$ cat src/rtl/edt_pkg.sv
`timescale 1ns/1ps
package edt_pkg;

  typedef struct packed {
    logic tick_sel;   // [3] 0: clk/2, 1: prescaled tick
    logic irq_en;     // [2]
    logic invert;     // [1] 0: rising ends, 1: falling ends
    logic enable;     // [0]
  } edt_ctrl_t;

  function automatic logic edge_match(input logic now_v, input logic was_v,
                                      input logic invert);
    return invert ? (was_v & ~now_v) : (~was_v & now_v);
  endfunction

endpackage

$ cat src/rtl/edt_edge_sync.sv
`timescale 1ns/1ps
module edt_edge_sync #(
  parameter int STAGES = 2
) (
  input  logic clk,
  input  logic rst_n,
  input  logic ext_i,
  input  logic invert_i,
  output logic hit_o
);
  logic [STAGES-1:0] chain_q;
  logic              last_q;

  always_ff @(posedge clk or negedge rst_n) begin
    if (!rst_n) chain_q[0] <= 1'b0;
    else        chain_q[0] <= ext_i;
  end

  for (genvar g = 1; g < STAGES; g++) begin : g_stage
    always_ff @(posedge clk or negedge rst_n) begin
      if (!rst_n) chain_q[g] <= 1'b0;
      else        chain_q[g] <= chain_q[g-1];
    end
  end

  always_ff @(posedge clk or negedge rst_n) begin
    if (!rst_n) last_q <= 1'b0;
    else        last_q <= chain_q[STAGES-1];
  end

  assign hit_o = edt_pkg::edge_match(chain_q[STAGES-1], last_q, invert_i);

  // a hit requires the synchronized level to have changed since last cycle
  a_r4_hit_needs_change: assert property (@(posedge clk) disable iff (!rst_n)
    hit_o |=> (last_q != $past(last_q)));
endmodule

$ cat src/rtl/edt_tick_gen.sv
`timescale 1ns/1ps
module edt_tick_gen (
  input  logic clk,
  input  logic rst_n,
  input  logic restart_i,
  input  logic run_i,
  input  logic sel_i,
  input  logic presc_i,
  output logic tick_o
);
  logic phase_q;

  always_ff @(posedge clk or negedge rst_n) begin
    if (!rst_n)         phase_q <= 1'b0;
    else if (restart_i) phase_q <= 1'b0;
    else if (run_i)     phase_q <= ~phase_q;
  end

  assign tick_o = run_i & (sel_i ? presc_i : phase_q);

  // the divide-by-two tick never fires on two consecutive clocks
  a_r3_div2_alternates: assert property (@(posedge clk) disable iff (!rst_n)
    (run_i && !sel_i && tick_o) |=> (!tick_o || sel_i));
endmodule

$ cat src/rtl/edt_capture_core.sv
`timescale 1ns/1ps
module edt_capture_core #(
  parameter int W = 24
) (
  input  logic         clk,
  input  logic         rst_n,
  input  logic         start_i,
  input  logic         disarm_i,
  input  logic         tick_i,
  input  logic         hit_i,
  input  logic [W-1:0] preload_i,
  input  logic         clr_done_i,
  input  logic         clr_ovf_i,
  output logic [W-1:0] capture_o,
  output logic         done_o,
  output logic         ovf_o,
  output logic         armed_o
);
  localparam logic [W-1:0] TOP = {W{1'b1}};

  function automatic logic [W-1:0] step(input logic [W-1:0] c);
    return c + {{(W-1){1'b0}}, 1'b1};
  endfunction

  function automatic logic at_top(input logic [W-1:0] c);
    return c == TOP;
  endfunction

  logic [W-1:0] count_q;
  logic         armed_q;
  logic         capture_ev;
  logic         advance;
  logic         wrap_ev;

  assign capture_ev = armed_q & hit_i;
  assign advance    = armed_q & tick_i & ~hit_i;
  assign wrap_ev    = advance & at_top(count_q);

  always_ff @(posedge clk or negedge rst_n) begin
    if (!rst_n) begin
      count_q   <= '0;
      capture_o <= '0;
      armed_q   <= 1'b0;
      done_o    <= 1'b0;
      ovf_o     <= 1'b0;
    end else begin
      if (start_i)      count_q <= preload_i;
      else if (advance) count_q <= step(count_q);

      if (capture_ev) capture_o <= count_q;

      if (disarm_i)        armed_q <= 1'b0;
      else if (start_i)    armed_q <= 1'b1;
      else if (capture_ev) armed_q <= 1'b0;

      if (capture_ev)      done_o <= 1'b1;
      else if (clr_done_i) done_o <= 1'b0;

      if (wrap_ev)        ovf_o <= 1'b1;
      else if (clr_ovf_i) ovf_o <= 1'b0;
    end
  end

  assign armed_o = armed_q;

  a_r4_capture_value: assert property (@(posedge clk) disable iff (!rst_n)
    (armed_q && hit_i) |=> (capture_o == $past(count_q)));
  a_r5_capture_held: assert property (@(posedge clk) disable iff (!rst_n)
    !(armed_q && hit_i) |=> $stable(capture_o));
  a_r6_done_on_capture: assert property (@(posedge clk) disable iff (!rst_n)
    (armed_q && hit_i) |=> done_o);
  a_r7_wrap_to_zero: assert property (@(posedge clk) disable iff (!rst_n)
    (armed_q && tick_i && !hit_i && count_q == TOP && !start_i) |=> (count_q == '0 && ovf_o));
  a_r3_hold_without_tick: assert property (@(posedge clk) disable iff (!rst_n)
    (!start_i && !(armed_q && tick_i)) |=> $stable(count_q));
endmodule

$ cat src/rtl/edge_delay_timer.sv
`timescale 1ns/1ps
module edge_delay_timer #(
  parameter int CNT_W       = 24,
  parameter int SYNC_STAGES = 2
) (
  input  logic             clk,
  input  logic             rst_n,
  input  logic             ctrl_wr,
  input  logic [3:0]       ctrl_wdata,
  input  logic             preload_wr,
  input  logic [CNT_W-1:0] preload_wdata,
  input  logic             flag_clr_wr,
  input  logic [1:0]       flag_clr_wdata,
  input  logic             presc_tick,
  input  logic             ext_in,
  output logic [CNT_W-1:0] capture_value,
  output logic             done_flag,
  output logic             ovf_flag,
  output logic             irq
);
  import edt_pkg::*;

  edt_ctrl_t        ctrl_q;
  edt_ctrl_t        ctrl_in;
  logic [CNT_W-1:0] preload_q;
  logic             start;
  logic             disarm;
  logic             edge_hit;
  logic             tick;
  logic             armed;

  assign ctrl_in = edt_ctrl_t'(ctrl_wdata);
  assign start   = ctrl_wr & ctrl_in.enable & ~ctrl_q.enable;
  assign disarm  = ctrl_wr & ~ctrl_in.enable;

  always_ff @(posedge clk or negedge rst_n) begin
    if (!rst_n) begin
      ctrl_q    <= '0;
      preload_q <= '0;
    end else begin
      if (ctrl_wr)    ctrl_q    <= ctrl_in;
      if (preload_wr) preload_q <= preload_wdata;
    end
  end

  edt_edge_sync #(.STAGES(SYNC_STAGES)) u_sync (
    .clk(clk), .rst_n(rst_n), .ext_i(ext_in),
    .invert_i(ctrl_q.invert), .hit_o(edge_hit)
  );

  edt_tick_gen u_tick (
    .clk(clk), .rst_n(rst_n), .restart_i(start), .run_i(armed),
    .sel_i(ctrl_q.tick_sel), .presc_i(presc_tick), .tick_o(tick)
  );

  edt_capture_core #(.W(CNT_W)) u_core (
    .clk(clk), .rst_n(rst_n), .start_i(start), .disarm_i(disarm),
    .tick_i(tick), .hit_i(edge_hit), .preload_i(preload_q),
    .clr_done_i(flag_clr_wr & flag_clr_wdata[0]),
    .clr_ovf_i(flag_clr_wr & flag_clr_wdata[1]),
    .capture_o(capture_value), .done_o(done_flag), .ovf_o(ovf_flag),
    .armed_o(armed)
  );

  assign irq = done_flag & ctrl_q.irq_en;

  // a disabling write always leaves the timer disarmed
  a_r9_disarm: assert property (@(posedge clk) disable iff (!rst_n)
    (ctrl_wr && !ctrl_wdata[0]) |=> !armed);
  // a repeated enable write while enabled never arms an idle timer
  a_r2_no_rearm: assert property (@(posedge clk) disable iff (!rst_n)
    (ctrl_wr && ctrl_q.enable && !armed) |=> !armed);
endmodule

$ cat config.mk
export PLATFORM = sky130hd
export DESIGN_NAME = edge_delay_timer
export DESIGN_NICKNAME = d
export VERILOG_FILES = /design/src/rtl/edt_pkg.sv /design/src/rtl/edt_edge_sync.sv /design/src/rtl/edt_tick_gen.sv /design/src/rtl/edt_capture_core.sv /design/src/rtl/edge_delay_timer.sv
export SDC_FILE = /design/constraint.sdc
export NUM_CORES = 1
export LEC_CHECK = 0
export BUFFER_PORTS_ARGS = -buffer_cell sky130_fd_sc_hd__buf_4
export CAP_MARGIN = 15
export CORE_MARGIN = 8
export CORE_UTILIZATION = 45
export CTS_BUF_LIST = sky130_fd_sc_hd__clkbuf_4 sky130_fd_sc_hd__clkbuf_8
export DETAILED_ROUTE_END_ITERATION = 10
export MAX_ROUTING_LAYER = met4
export PLACE_DENSITY = 0.66
export RECOVER_POWER = 25
export SYNTH_ARGS = -nofsm -noshare
export SYNTH_HDL_FRONTEND = slang
export SYNTH_HIERARCHICAL = 1
export SYNTH_SLANG_ARGS = --single-unit
$ cat constraint.sdc
create_clock -name clk -period 4.45 [get_ports clk]
set_clock_uncertainty 0.05 [all_clocks]
set_input_delay 0.6675 -clock clk [delete_from_list [all_inputs] [get_ports clk]]
set_output_delay 0.6675 -clock clk [all_outputs]
set_load 0.01 [all_outputs]
==> results of run 1 <==
==> cell usage after synthesis, types with 3 or more instances <==
cell type / n / share of area (%)
a31oi_1: 8 / 1.3
xor2_1: 8 / 1.8
clkbuf_1: 8 / 0.79
xnor2_1: 4 / 0.92
o21ai_0: 21 / 2.8
nand3_1: 11 / 1.4
and2_1: 5 / 0.82
and4_1: 6 / 1.4
mux2_4: 20 / 7.9
nor4_1: 3 / 0.49
dfrtp_1: 83 / 55
inv_1: 7 / 0.69
mux2_2: 28 / 8.3
o211ai_1: 3 / 0.59
or4_1: 6 / 1.2
nand2_1: 30 / 3.0
nand4_1: 11 / 1.8
nor2_1: 11 / 1.1
or3_1: 5 / 0.82
nor3_1: 3 / 0.39
==> power by group through the flow <==
stage	combinational (mW)	sequential, mW	clock (mW)
2_1_floorplan	0.254	1.13	0
3_3_place_gp	0.537	1.13	0
3_5_place_dp	0.553	1.14	0
4_1_cts	0.556	1.12	0.648
5_1_grt	0.584	1.15	0.675
6_report	0.527	1.12	0.633
==> per-stage QoR <==
step,hold WS (ps),area (µm²)
after floorplan,281.2,3806
after global placement,283.5,4317
after detailed placement,300.3,4317
after CTS,320.0,4551
after global routing,328.9,4484
final,316.2,4484
==> worst max-delay path by stage <==
stage                from                  to
6_report          ctrl_wr  u_core/count_q[17]
5_1_grt           ctrl_wr  u_core/count_q[12]
4_1_cts           ctrl_wr  u_core/count_q[21]
3_5_place_dp      ctrl_wr  u_core/count_q[21]
3_3_place_gp      ctrl_wr  u_core/count_q[12]
2_1_floorplan  presc_tick  u_core/count_q[23]
==> layer usage <==
metal / routed length [µm] / track usage [%] / share of wire (%)
met5: 0 / - / 0
met4: 113 / 5.649 / 1.4
met3: 509 / 3.093 / 6.1
met2: 3731 / 21.93 / 45
met1: 3928 / 20.10 / 47
==> worst max-delay path: stages <==
cell and delay (ps):
clkbuf_1 220, and3b_1 940, inv_1 590, nor2_1 250
a31oi_1 60
==> logic make-up (layout without fill, tap and decap cells) <==
| kind of cell | count (synthesis) | in the layout | synth area share [%] |
|---|---|---|---|
| AOI/OAI and AO/OA | 40 | 40 | 6.312 |
| buffers and inverters | 20 | 86 | 3.156 |
| xor gates and xnor gates | 12 | 12 | 2.761 |
| and+or+nand+nor | 106 | 106 | 16.17 |
| DFF | 83 | 83 | 54.57 |
| muxes | 50 | 50 | 16.70 |
| adders and majority gates | 1 | 1 | 0.3287 |
==> registers in the layout, indices dropped and copies added, names as in the netlist <==
register and flops:
u_core/capture_o 24, u_core/armed_o 1, u_core/ovf_o 1, u_sync/last_q 1, u_core/count_q 24, ctrl_q 4
preload_q 24, u_core/done_o 1, u_tick/phase_q 1, u_sync/chain_q 2
==> placed cells by master, fill, tap and decap left out, types with 3 or more instances in the layout <==
master,n
and2_1,5
o211ai_1,3
mux2_2,28
dfrtp_1,83
or4_1,6
nor3_1,3
nor2_1,11
inv_1,7
nand3_1,11
mux2_1,19
a31oi_1,8
nor4_1,3
buf_4,59
nand4_1,11
bufinv_16,3
o21ai_0,21
nand2_1,30
clkbuf_8,9
and4_1,6
or3_1,5
xor2_1,8
xnor2_1,4
==> final cells by class <==
cell class                      count  area (µm²)
Tap cell                          105       131.4
Fill cell                         738        3732
Timing Repair Buffer               64       478.0
Multi-Input combinational cell    209        1538
Inverter                            7       26.28
Sequential cell                    83        2077
Clock inverter                      5       102.6
Clock buffer                       10       131.4
==> results.md, run 1 <==
* Outcome: complete, but fails checks
* Failing checks: capacitance limit, slew limit
* Final count of pins violating max slew at 84
* Clk_lat worst skew at 340 ps
* RSZ-0062 raised after global routing: no
* Drt drc at 0
* CTS Sinks at 83
* Worst EP arrival at 2730 ps
* Initial antenna violation count at 0
* Initial Utilization at 46.32%
* Worst hold path endpoint: u_sync/chain_q[1]
* Int Power at 1.619 mW
* Reg2Reg Depth at 4
* CTS clk-pin slew, worst paths at 80 ps
* Setup TNS at 0 ps
* Max-slew headroom at -36.15%
* Antenna cells at 0
* Row count at 33
* Cts hold-fix bufs at 0
* Reg2Reg Capture Point: u_core/count_q[17]
* Syn avg cell area at 12.20 µm²
* Top Ports at 64
* Placed Cells incl. Taps at 467
* Resized cells post-CTS at 0
* Area growth, synth to finish at 17.82%
* DR vias/cell at 5.443
* # nets final at 412
* Critical path required time at 4590 ps
* Asr flop ratio synth at 100.0%
* Cell Area, Synth at 3806 µm²
* Die Y at 108.0 µm
* Library cells used by synthesis at 41
* PD cells at 509.0 nW/µm²
* Largest net degree at the start of global routing at 84
* Post-synth EDFFs at 0
* LEAKAGE at 1.946 nW
* CTS max path bufs at 2
* Number of synthesized register bits at 83
* H-Tree Depth at 3
* Worst min path class: reg -> reg
* Router iterations before antenna repair at 4
* Setup ws final at 1858 ps
* Final setup violation count at 0
* Worst setup EP type: flip-flop
* Antenna viol nets, final at 0
* Critical path type: in -> reg
* First-pass GRT wire length at 13,570 µm
* Hpwl dp at 5898 µm
* Total CTS buffers at 9
* Hold Crit Depth at 0
* Setup bufs post-CTS at 0
* Part of the power in combinational logic at 23.1%
* Core ar. at 8217 µm²
* Die width at 108.0 µm
* DIE AREA at 11,660 µm²
* FMAX at 385.8 MHz
* WL/cell at 17.15 µm
* Hold path start: u_sync/chain_q[0]
* FF-to-FF setup slack at 2030 ps
* PortBufs at 63
* Fin crit share at 58.25%
* GRT overflow at 0
* Total chip power at 2.283 mW
* Max capacitance violation total at 1
* Share of cells above drive strength 1 at 29.63%
* Net Sw Frac at 29.07%
* Final cell count without fillers at 483
* Peak supply drop at 0.0002325 V
* CP max FO at 35
* CP Launch Type: primary input
* Wirelength, routed at 8283 µm
* CTS tree: built
* Vias at 2,629
* Yosys warns at 6
* Final Hold Fails at 0
* Ys flop type: dfrtp_1
* P_sw at 0.6634 mW
* Util after Layout at 54.58%
* Pre-CTS setup slack at 1659 ps
* Clock Power Share at 27.7%
* Seq/Total Area, Yosys at 54.57%
* Vias in the first global route at 2,698
* CTS Root Buffer Type: clkbuf_8
* Final weighted congestion in routability-driven placement at 0.8454
* Slew at the pin closest to its max-slew limit at 2042 ps
* Total Routing Usage GR at 15.02%
* Post-Syn Nets at 350
* Iter 0 DRT Violations at 127
* Min Tclk post-route at 2592 ps
* Synth Instances at 312
* FF-to-FF Start: ctrl_q[0]
* Seq pwr share at 49.2%
No activity file was read; power rests on OpenSTA's default activity.
==> inputs of run 2 (changes only) <==
--- a/config.mk
+++ b/config.mk
@@ -12,7 +12,7 @@
 export CTS_BUF_LIST = sky130_fd_sc_hd__clkbuf_4 sky130_fd_sc_hd__clkbuf_8
 export DETAILED_ROUTE_END_ITERATION = 10
 export MAX_ROUTING_LAYER = met4
-export PLACE_DENSITY = 0.66
+export PLACE_DENSITY = 0.69
 export RECOVER_POWER = 25
 export SYNTH_ARGS = -nofsm -noshare
 export SYNTH_HDL_FRONTEND = slang
==> constraint.sdc (replaced) <==
create_clock -name clk -period 2.3 [get_ports clk]
set_clock_uncertainty 0.05 [all_clocks]
set_input_delay 0.345 -clock clk [delete_from_list [all_inputs] [get_ports clk]]
set_output_delay 0.345 -clock clk [all_outputs]
set_load 0.01 [all_outputs]
==> run 2 against run 1 <==
The flow now finishes without violations. Power up 93%. Combinational power is 95% higher. Cell area increased by 1.3%. Cell count increased by 1.4%. Sequential share of layout area fell by 0.60 points.
==> results.md, run 2 (same netlist as run 1, synthesis figures left out) <==
* Outcome: completed
* Largest net degree at the start of global routing at 44
* Largest registers: preload_q: 24 flops, u_core/capture_o: 24 flops, u_core/count_q: 24 flops
* CP Launch Type: flip-flop
* CTS tree: built
* Resized cells post-CTS at 0
* Vias in the first global route at 2,856
* # nets final at 418
* Setup bufs post-CTS at 0
* Reg2Reg Capture Point: u_core/count_q[23]
* Max capacitance violation total at 0
* CTS Sinks at 83
* Pre-CTS setup slack at 307.3 ps
* Final count of pins violating max slew at 0
* Slew at the pin closest to its max-slew limit at 1081 ps
* PD cells at 970.7 nW/µm²
* Area growth, synth to finish at 19.36%
* Core ar. at 8217 µm²
* Top Ports at 64
* Initial antenna violation count at 0
* CTS Root Buffer Type: clkbuf_8
* Antenna viol nets, final at 0
* Finished Cell Area at 4543 µm²
* Critical path type: reg -> reg
* Critical Path End: u_core/count_q[23]
* Die Y at 108.0 µm
* Antenna cells at 0
* Wirelength, routed at 8591 µm
* LEAKAGE at 1.980 nW
* Max-slew headroom at 27.96%
* Most frequent cells in the layout: dfrtp_1 (83), buf_4 (66), nand2_1 (30)
* Worst EP arrival at 2250 ps
* PortBufs at 63
* Worst setup EP type: flip-flop
* Final setup violation count at 0
* Critical path required time at 2530 ps
* Setup TNS at 0 ps
* Share of cells above drive strength 1 at 30.91%
* FF-to-FF Start: ctrl_q[3]
* First-pass GRT wire length at 14,350 µm
* Total CTS buffers at 9
* Die width at 108.0 µm
* CTS clk-pin slew, worst paths at 90 ps
* Total Routing Usage GR at 16.27%
* CP max FO at 5
* Hpwl dp at 6406 µm
* Router iterations before antenna repair at 4
* Peak supply drop at 0.0003774 V
* Initial Utilization at 46.32%
* Vias at 2,705
* Cell Area, Placed at 4374 µm²
* Most common cell after layout, fill and taps aside: dfrtp_1
* Row count at 33
* FMAX at 495.4 MHz
* Reg2Reg Depth at 6
* Worst min path class: in -> reg
* FF-to-FF setup slack at 280 ps
* Min Tclk post-route at 2019 ps
* Clk_lat worst skew at 360 ps
* Setup ws final at 281.3 ps
* Fin crit share at 87.77%
* GRT overflow at 0
* Setup crit start: ctrl_q[3]
* Util after Layout at 55.29%
* H-Tree Depth at 3
* DR vias/cell at 5.520
* WL/cell at 17.53 µm
* Drt drc at 0
* Final weighted congestion in routability-driven placement at 0.8582
* RSZ-0062 raised after global routing: no
* Final Hold Fails at 0
* DIE AREA at 11,660 µm²
* Iter 0 DRT Violations at 159
* CTS max path bufs at 2
-- run 2: area by class of cell --
cell class                 instances  area (µm²)
inverter                           7       26.28
sequential                        83        2077
timing repair buffer              70       538.0
clock inverter                     5       85.08
multi-input combinational        209        1534
fill                             708        3674
tap                              105       131.4
clock buffer                      11       151.4
-- run 2: timing repair --
item / CTS / global route
hold buffers: 1 / 0
setup endpoints to repair: 0 / 0
endpoints found under the hold margin: 41 / 0
-- run 2: per-stage QoR --
stage | hold slack [ps] | std cells | total power, mW
5_1_grt | 48.12 | 490 | 4.659
6_report | 59.92 | 490 | 4.410
3_5_place_dp | 288.9 | 473 | 3.289
3_3_place_gp | 285.8 | 473 | 3.243
4_1_cts | 21.77 | 490 | 4.500
2_1_floorplan | -0.5911 | 312 | 2.679
-- run 2: routing by layer --
metal | global-route usage (%) | vias to the layer above | share of wire (%)
met5 | - | - | 0
met4 | 8.226 | 0 | 2.0
met3 | 3.688 | 13 | 6.2
met2 | 24.06 | 84 | 46
met1 | 20.49 | 1339 | 46
li1 | - | 1269 | -
-- run 2: worst min path at each step --
stage	startpoint	to	slack [ps]	depth (start not counted)
floorplan	rst_n	ctrl_q[0]	-0.6	0
global placement	u_sync/chain_q[0]	u_sync/chain_q[1]	290	0
detailed placement	u_sync/chain_q[0]	u_sync/chain_q[1]	290	0
CTS	ext_in	u_sync/chain_q[0]	20	1
global route	ext_in	u_sync/chain_q[0]	50	1
finish	ext_in	u_sync/chain_q[0]	60	1
-- run 2: worst max-delay path, cell delays in order, from the launching register on --
cell	delay [ps]
dfrtp_1	390
mux2i_1	120
nor2b_1	160
nand3b_1	180
or4_1	550
or3_1	320
a31oi_1	160
-- run 2: where the power goes --
| part | switching [mW] | total, mW | internal (mW) |
|---|---|---|---|
| Combinational | 0.445 | 1.03 | 0.588 |
| Sequential | 0.344 | 2.17 | 1.82 |
| Clock | 0.535 | 1.21 | 0.674 |
